`src/rtl/sram_ctl_pkg.sv`:
```
package sram_ctl_pkg;

    localparam int DATA_W = 16;
    localparam int LANES  = DATA_W / 8;

    typedef enum logic [2:0] {
        ST_IDLE,
        ST_RD_ACC,
        ST_TURN,
        ST_WR_PULSE,
        ST_WR_HOLD
    } ctl_state_e;

    // Cycles needed to cover a time limit, rounded up, never below one.
    function automatic int cycles_for(input int limit_ns, input int period_ns);
        int c;
        c = (limit_ns + period_ns - 1) / period_ns;
        return (c < 1) ? 1 : c;
    endfunction

    function automatic int max2(input int a, input int b);
        return (a > b) ? a : b;
    endfunction

endpackage

```
`src/rtl/sram_ctl_timer.sv`:
```
module sram_ctl_timer #(
    parameter int CNT_W = 4
) (
    input  logic             clk,
    input  logic             rst_n,
    input  logic             load,
    input  logic [CNT_W-1:0] load_val,
    output logic             done
);
    logic [CNT_W-1:0] cnt;

    always_ff @(posedge clk or negedge rst_n) begin
        if (!rst_n) begin
            cnt <= '0;
        end else if (load) begin
            cnt <= load_val;
        end else if (cnt != '0) begin
            cnt <= cnt - 1'b1;
        end
    end

    assign done = (cnt == '0);

endmodule

```
`src/rtl/sram_ctl_fsm.sv`:
```
module sram_ctl_fsm
    import sram_ctl_pkg::*;
#(
    parameter int RD_CYC = 12,
    parameter int WP_CYC = 9,
    parameter int TA_CYC = 5,
    parameter int CNT_W  = 4
) (
    input  logic             clk,
    input  logic             rst_n,
    input  logic             req_valid,
    input  logic             req_write,
    input  logic             tmr_done,
    output ctl_state_e       state,
    output ctl_state_e       state_nxt,
    output logic             req_ready,
    output logic             accept,
    output logic             tmr_load,
    output logic [CNT_W-1:0] tmr_val
);
    localparam logic [CNT_W-1:0] RD_LOAD = CNT_W'(RD_CYC - 1);
    localparam logic [CNT_W-1:0] WP_LOAD = CNT_W'(WP_CYC - 1);
    localparam logic [CNT_W-1:0] TA_LOAD = CNT_W'(TA_CYC - 1);

    assign req_ready = (state == ST_IDLE);
    assign accept    = req_valid && req_ready;

    always_ff @(posedge clk or negedge rst_n) begin
        if (!rst_n) begin
            state <= ST_IDLE;
        end else begin
            state <= state_nxt;
        end
    end

    always_comb begin
        state_nxt = state;
        tmr_load  = 1'b0;
        tmr_val   = '0;
        unique case (state)
            ST_IDLE: begin
                if (req_valid) begin
                    tmr_load  = 1'b1;
                    state_nxt = req_write ? ST_WR_PULSE : ST_RD_ACC;
                    tmr_val   = req_write ? WP_LOAD : RD_LOAD;
                end
            end
            ST_RD_ACC: begin
                if (tmr_done) begin
                    state_nxt = ST_TURN;
                    tmr_load  = 1'b1;
                    tmr_val   = TA_LOAD;
                end
            end
            ST_TURN: begin
                if (tmr_done) state_nxt = ST_IDLE;
            end
            ST_WR_PULSE: begin
                if (tmr_done) state_nxt = ST_WR_HOLD;
            end
            ST_WR_HOLD: begin
                state_nxt = ST_IDLE;
            end
            default: state_nxt = ST_IDLE;
        endcase
    end

endmodule

```
`src/rtl/sram_ctl_pins.sv`:
```
module sram_ctl_pins
    import sram_ctl_pkg::*;
#(
    parameter int ADDR_W = 20
) (
    input  logic              clk,
    input  logic              rst_n,
    input  logic              accept,
    input  logic [ADDR_W-1:0] req_addr,
    input  logic [LANES-1:0]  req_be,
    input  logic [DATA_W-1:0] req_wdata,
    input  ctl_state_e        state,
    input  ctl_state_e        state_nxt,
    input  logic              tmr_done,
    input  logic [DATA_W-1:0] mem_dq_in,
    output logic [ADDR_W-1:0] mem_addr,
    output logic [DATA_W-1:0] mem_dq_out,
    output logic              mem_dq_oe,
    output logic              mem_sel_n,
    output logic              mem_sel,
    output logic              mem_wr_n,
    output logic              mem_rd_n,
    output logic              mem_lo_n,
    output logic              mem_hi_n,
    output logic [DATA_W-1:0] rsp_rdata,
    output logic              rsp_valid
);
    logic [ADDR_W-1:0] addr_q;
    logic [LANES-1:0]  be_q;
    logic [DATA_W-1:0] wdata_q;
    logic [ADDR_W-1:0] nxt_addr;
    logic [LANES-1:0]  nxt_be;
    logic [DATA_W-1:0] nxt_wdata;
    logic [DATA_W-1:0] lane_mask;
    logic              nxt_any;

    always_ff @(posedge clk or negedge rst_n) begin
        if (!rst_n) begin
            addr_q  <= '0;
            be_q    <= '0;
            wdata_q <= '0;
        end else if (accept) begin
            addr_q  <= req_addr;
            be_q    <= req_be;
            wdata_q <= req_wdata;
        end
    end

    assign nxt_addr  = accept ? req_addr  : addr_q;
    assign nxt_be    = accept ? req_be    : be_q;
    assign nxt_wdata = accept ? req_wdata : wdata_q;
    assign nxt_any   = |nxt_be;

    for (genvar g = 0; g < LANES; g++) begin : g_lane
        assign lane_mask[g*8 +: 8] = {8{be_q[g]}};
    end

    // Pin registers, decoded from the state being entered.
    always_ff @(posedge clk or negedge rst_n) begin
        if (!rst_n) begin
            mem_addr   <= '0;
            mem_dq_out <= '0;
            mem_dq_oe  <= 1'b0;
            mem_sel_n  <= 1'b1;
            mem_sel    <= 1'b0;
            mem_wr_n   <= 1'b1;
            mem_rd_n   <= 1'b1;
            mem_lo_n   <= 1'b1;
            mem_hi_n   <= 1'b1;
        end else begin
            mem_addr   <= nxt_addr;
            mem_dq_out <= nxt_wdata;
            mem_dq_oe  <= 1'b0;
            mem_sel_n  <= 1'b1;
            mem_sel    <= 1'b0;
            mem_wr_n   <= 1'b1;
            mem_rd_n   <= 1'b1;
            mem_lo_n   <= 1'b1;
            mem_hi_n   <= 1'b1;
            unique case (state_nxt)
                ST_RD_ACC: begin
                    mem_sel_n <= 1'b0;
                    mem_sel   <= 1'b1;
                    mem_rd_n  <= 1'b0;
                    mem_lo_n  <= ~nxt_be[0];
                    mem_hi_n  <= ~nxt_be[1];
                end
                ST_WR_PULSE: begin
                    mem_sel_n <= ~nxt_any;
                    mem_sel   <= nxt_any;
                    mem_wr_n  <= ~nxt_any;
                    mem_dq_oe <= nxt_any;
                    mem_lo_n  <= ~nxt_be[0];
                    mem_hi_n  <= ~nxt_be[1];
                end
                ST_WR_HOLD: begin
                    mem_dq_oe <= nxt_any;
                end
                ST_IDLE, ST_TURN: begin
                    mem_dq_oe <= 1'b0;
                end
                default: mem_dq_oe <= 1'b0;
            endcase
        end
    end

    always_ff @(posedge clk or negedge rst_n) begin
        if (!rst_n) begin
            rsp_valid <= 1'b0;
            rsp_rdata <= '0;
        end else begin
            rsp_valid <= (state == ST_RD_ACC) && tmr_done;
            if ((state == ST_RD_ACC) && tmr_done) begin
                rsp_rdata <= mem_dq_in & lane_mask;
            end
        end
    end

endmodule

```
`src/rtl/sram_ctl.sv`:
```
module sram_ctl
    import sram_ctl_pkg::*;
#(
    parameter int ADDR_W        = 20,
    parameter int CLK_PERIOD_NS = 4,
    parameter int T_ACCESS_NS   = 45,
    parameter int T_WPULSE_NS   = 35,
    parameter int T_DSETUP_NS   = 28,
    parameter int T_HIZ_NS      = 18
) (
    input  logic              clk,
    input  logic              rst_n,
    input  logic              req_valid,
    output logic              req_ready,
    input  logic              req_write,
    input  logic [ADDR_W-1:0] req_addr,
    input  logic [1:0]        req_be,
    input  logic [15:0]       req_wdata,
    output logic [15:0]       rsp_rdata,
    output logic              rsp_valid,
    output logic [ADDR_W-1:0] mem_addr,
    output logic [15:0]       mem_dq_out,
    input  logic [15:0]       mem_dq_in,
    output logic              mem_dq_oe,
    output logic              mem_sel_n,
    output logic              mem_sel,
    output logic              mem_wr_n,
    output logic              mem_rd_n,
    output logic              mem_lo_n,
    output logic              mem_hi_n
);
    localparam int RD_CYC = cycles_for(T_ACCESS_NS, CLK_PERIOD_NS);
    localparam int WP_CYC = max2(cycles_for(T_WPULSE_NS, CLK_PERIOD_NS),
                                 cycles_for(T_DSETUP_NS, CLK_PERIOD_NS));
    localparam int TA_CYC = cycles_for(T_HIZ_NS, CLK_PERIOD_NS);
    localparam int MAX_CYC = max2(RD_CYC, max2(WP_CYC, TA_CYC));
    localparam int CNT_W  = $clog2(MAX_CYC + 1);

    ctl_state_e       state;
    ctl_state_e       state_nxt;
    logic             accept;
    logic             tmr_load;
    logic             tmr_done;
    logic [CNT_W-1:0] tmr_val;

    sram_ctl_fsm #(
        .RD_CYC (RD_CYC),
        .WP_CYC (WP_CYC),
        .TA_CYC (TA_CYC),
        .CNT_W  (CNT_W)
    ) i_fsm (
        .clk       (clk),
        .rst_n     (rst_n),
        .req_valid (req_valid),
        .req_write (req_write),
        .tmr_done  (tmr_done),
        .state     (state),
        .state_nxt (state_nxt),
        .req_ready (req_ready),
        .accept    (accept),
        .tmr_load  (tmr_load),
        .tmr_val   (tmr_val)
    );

    sram_ctl_timer #(
        .CNT_W (CNT_W)
    ) i_timer (
        .clk      (clk),
        .rst_n    (rst_n),
        .load     (tmr_load),
        .load_val (tmr_val),
        .done     (tmr_done)
    );

    sram_ctl_pins #(
        .ADDR_W (ADDR_W)
    ) i_pins (
        .clk        (clk),
        .rst_n      (rst_n),
        .accept     (accept),
        .req_addr   (req_addr),
        .req_be     (req_be),
        .req_wdata  (req_wdata),
        .state      (state),
        .state_nxt  (state_nxt),
        .tmr_done   (tmr_done),
        .mem_dq_in  (mem_dq_in),
        .mem_addr   (mem_addr),
        .mem_dq_out (mem_dq_out),
        .mem_dq_oe  (mem_dq_oe),
        .mem_sel_n  (mem_sel_n),
        .mem_sel    (mem_sel),
        .mem_wr_n   (mem_wr_n),
        .mem_rd_n   (mem_rd_n),
        .mem_lo_n   (mem_lo_n),
        .mem_hi_n   (mem_hi_n),
        .rsp_rdata  (rsp_rdata),
        .rsp_valid  (rsp_valid)
    );

endmodule

```
`config.mk`:
```
export PLATFORM = sky130hd
export DESIGN_NAME = sram_ctl
export DESIGN_NICKNAME = d
export VERILOG_FILES = /design/src/rtl/sram_ctl_pkg.sv /design/src/rtl/sram_ctl_timer.sv /design/src/rtl/sram_ctl_fsm.sv /design/src/rtl/sram_ctl_pins.sv /design/src/rtl/sram_ctl.sv
export SDC_FILE = /design/constraint.sdc
export NUM_CORES = 1
export LEC_CHECK = 0
export BUFFER_PORTS_ARGS = -buffer_cell sky130_fd_sc_hd__buf_2
export CAP_MARGIN = 10
export CORE_MARGIN = 2
export CORE_UTILIZATION = 35
export DETAILED_ROUTE_END_ITERATION = 10
export REMOVE_ABC_BUFFERS = 1
export SETUP_SLACK_MARGIN = 0.4
export SYNTH_ARGS = -nofsm -noshare
export SYNTH_HDL_FRONTEND = slang
export SYNTH_SLANG_ARGS = --single-unit
```
`constraint.sdc`:
```
create_clock -name clk -period 3.6 [get_ports clk]
set_clock_uncertainty 0.2 [all_clocks]
set_input_delay 0.54 -clock clk [delete_from_list [all_inputs] [get_ports clk]]
set_output_delay 0.54 -clock clk [all_outputs]
set_load 0.02 [all_outputs]
```
==> results.toml <==
[min_path]
hold_class = "in -> reg"

[grt]
grt_antenna_before_repair = 0
busiest_layer = "met2"
grt.met1_usage_pct = 20.11
grtUsageTotal_pct = 14.88
grt_pass1_wl_microns = 10280
use_met3_pct = 3.990
grt_use_met2_pct = 22.87
grt_pass1_vias = 2217
grt_overflow = 0
grt_max_degree = 49

[sta]
period_share_pct = 69.56
fin_crit_ns = 2.504
finalHoldViolCount = 0
rsz0062_at_grt = "no"
fmax_mhz = 399.3
report.final.slew_viol_count = 0
slew_headroom_pct = 51.91
tightest_slew_ns = 0.7194
fin_tns_setup_ns = 0
setup_viol = 0

[cells_and_area]
syn_to_final_growth_pct = 29.04
nFillCells = 844
antenna_cells = 0
finish.utilization_pct = 45.89
nets = 467
drive_above_1_share_pct = 36.56

[power_and_ir_drop]
powerDensity_nw_per_um2 = 894.9
switching_power_uw = 1399
seqPwrFrac_pct = 40.8
switching_share_pct = 42.11
ir_worst_vdd_uv = 288.1
p_clk_share_pct = 16.7
internal-power_uw = 1924
leakagePower_uw = 0.002163
combinationalPowerShare_pct = 42.6

[die]
ios = 119
rows = 33
die_height_microns = 94.68
initial_utilization_pct = 35.56
die_area_sq_um = 8963
die_x_microns = 94.68
core_area_sq_um = 8093

[clocking]
cts_tree = "built"
htreeDepth = 3
cts-root-buf = "clkbuf_8"
clk_latency_ns = 0.33
cts_sinks = 69
numCtsBuffers = 9
clk_pin_slew_worst_paths_ns = 0.08
clock_path_buffers = 2
cts-resized-gates = 0

[detailed_routing]
drt_first_iter_violations = 86
wirelength_microns = 6278
via_per_inst = 4.396
detail_route.wl_per_cell_microns = 12.12
dr.pass1.iters = 4
ant_nets = 0
drcViolationCount = 0
vias = 2277

[setup_path]
cp.depth = 6
cp-endpoint = "i_pins.rsp_rdata[3]$_DFFE_PN0P_"
rr_endpoint = "i_pins.rsp_rdata[3]$_DFFE_PN0P_"
crit_family = "simple AND/OR/NAND/NOR gates"
reg2reg_slack_ns = 1.10
crit_required_ns = 3.62
arrival_ns = 2.52
path_class = "reg -> reg"
setup.worst_path.end_class = "register"
setup.worst_path.start = "i_timer.cnt[0]$_DFFE_PN0P_"
r2r_cells = 6
cp-start-kind = "register"
crit_fanout = 13
timing.rr.start = "i_timer.cnt[0]$_DFFE_PN0P_"
cpPeakStageDelay_ns = 0.60
cp_slowest_cell = "nand3_1"
cp_cell_sequence = "inv_1 -> ha_1 -> nor3b_2 -> nand3_1 -> buf_4 -> mux2i_1"
cp_num_buf_inv = 2

[yosys]
avgSynthCellArea_sq_um = 9.855
ys.flop_type = "dfrtp_1"
synth_area_sq_um = 2878
synth_edf_count = 0
ys_warn_count = 0
yosysUniqueCellTypes = 34
synthArstFlopShare_pct = 100.0
synth_top_cell_by_area = "dfrtp_1"
synthTopCellsByArea = "dfrtp_1 (56%), nand2_1 (17%), mux2i_1 (5.9%)"
synthCells = 292
synth_top_area_share_pct = 55.65
ys_seq_area_share_pct = 60.22
ys_seq_elements = 69

[place]
port_buffers = 118
dp_hpwl_microns = 4406
gp_congestion = 0.7391

[run_status]
run_status = "complete, no violations"

[flow_run]
maxCapViolations = 0
==> area by class of cell <==
cell class              instances  area [sq um]  share of cell area, %
flip-flops and latches         69          1733                  46.66
multi-input cells             185         970.9                  26.15
repair buffers                122         623.1                  16.78
clock buffers                  10         137.6                  3.706
well taps                     105         131.4                  3.538
inverters                      21         78.83                  2.123
clock inverters                 6         38.79                  1.044
==> Yosys cell counts (3+ instances only) <==
cell type,count
mux2i_1,17
buf_2,5
nor2_1,4
nor3_1,4
nand2_1,130
dfstp_2,5
inv_1,21
nand3_1,3
clkbuf_1,7
dfrtp_1,64
buf_6,4
==> worst register-to-register path: stages (launching register included) <==
cell	delay (ns)
dfrtp_1	0.39
inv_1	0.08
ha_1	0.21
nor3b_2	0.37
nand3_1	0.60
buf_4	0.42
mux2i_1	0.13
==> power by group through the flow <==
stage	logic, uW	registers [uW]	clock network [uW]
global placement	1410	1360	0
finish	1410	1350	555
floorplan	579	1710	0
CTS	1440	1360	583
global route	1590	1400	616
detailed placement	1440	1370	0
==> flip-flops by register name, indices dropped and copies added, names as in the netlist, 2 cells and up <==
signal and count:
i_pins.rsp_rdata 16, i_pins.addr_q 20, i_pins.wdata_q 16, i_timer.cnt 4
i_fsm.state 3, i_pins.be_q 2
==> cell usage in the layout, fill, tap and decap left out, drive strengths merged, types with 2 or more instances in the layout <==
master | synthesis | routed
a21oi | 2 | 2
a31o | 2 | 2
and3b | 2 | 2
buf | 10 | 121
clkbuf | 7 | 10
clkinv | 0 | 4
clkinvlp | 0 | 2
dfrtp | 64 | 64
dfstp | 5 | 5
inv | 21 | 21
mux2 | 2 | 2
mux2i | 18 | 18
nand2 | 130 | 130
nand3 | 3 | 3
nand3b | 2 | 2
nor2 | 4 | 4
nor3 | 4 | 4
o21ai | 2 | 2
==> cells by family after synthesis <==
family | synth area share (%)
adder cells (fa/ha/maj) | 0.4347
AND/OR/NAND/NOR | 22.00
buffers and inverters | 6.348
AO/OA/AOI/OAI | 3.392
flip-flops | 60.22
multiplexers | 7.608
==> worst min path at each step <==
stage / start / cells after the start / endpoint
finish: req_addr[4] / 3 / i_pins.addr_q[4]$_DFFE_PN0N_
global route: req_wdata[14] / 3 / i_pins.wdata_q[14]$_DFFE_PN0N_
CTS: req_wdata[7] / 3 / i_pins.wdata_q[7]$_DFFE_PN0N_
detailed placement: i_pins.addr_q[15]$_DFFE_PN0N_ / 2 / i_pins.addr_q[15]$_DFFE_PN0N_
global placement: i_pins.addr_q[1]$_DFFE_PN0N_ / 2 / i_pins.addr_q[1]$_DFFE_PN0N_
floorplan: rst_n / 0 / i_fsm.state[0]$_DFF_PN0_
==> metrics by stage <==
stage	hold WS [ns]	std cells	total power, uW	area [sq um]	setup WS (ns)
global placement	0.2522	501	2769	3527	1.151
global route	0.1779	518	3609	3714	0.8840
CTS	0.1686	518	3378	3714	1.069
finish	0.1856	518	3323	3714	1.096
floorplan	0.04441	275	2284	2774	0.6290
detailed placement	0.2570	501	2804	3527	1.062
==> layer usage <==
| metal | vias up | share of wire [%] |
|---|---|---|
| met3 | 9 | 6.5 |
| li1 | 1145 | - |
| met5 | - | 0 |
| met1 | 1046 | 47 |
| met2 | 77 | 45 |
| met4 | 0 | 1.6 |
==> what timing repair did <==
item / CTS / global route
endpoints found under the hold margin: 21 / 0
hold buffers: 1 / 0
setup endpoints to repair: 0 / 0
buffers inserted: 0 / 0
(Power assumes the default switching activity.)
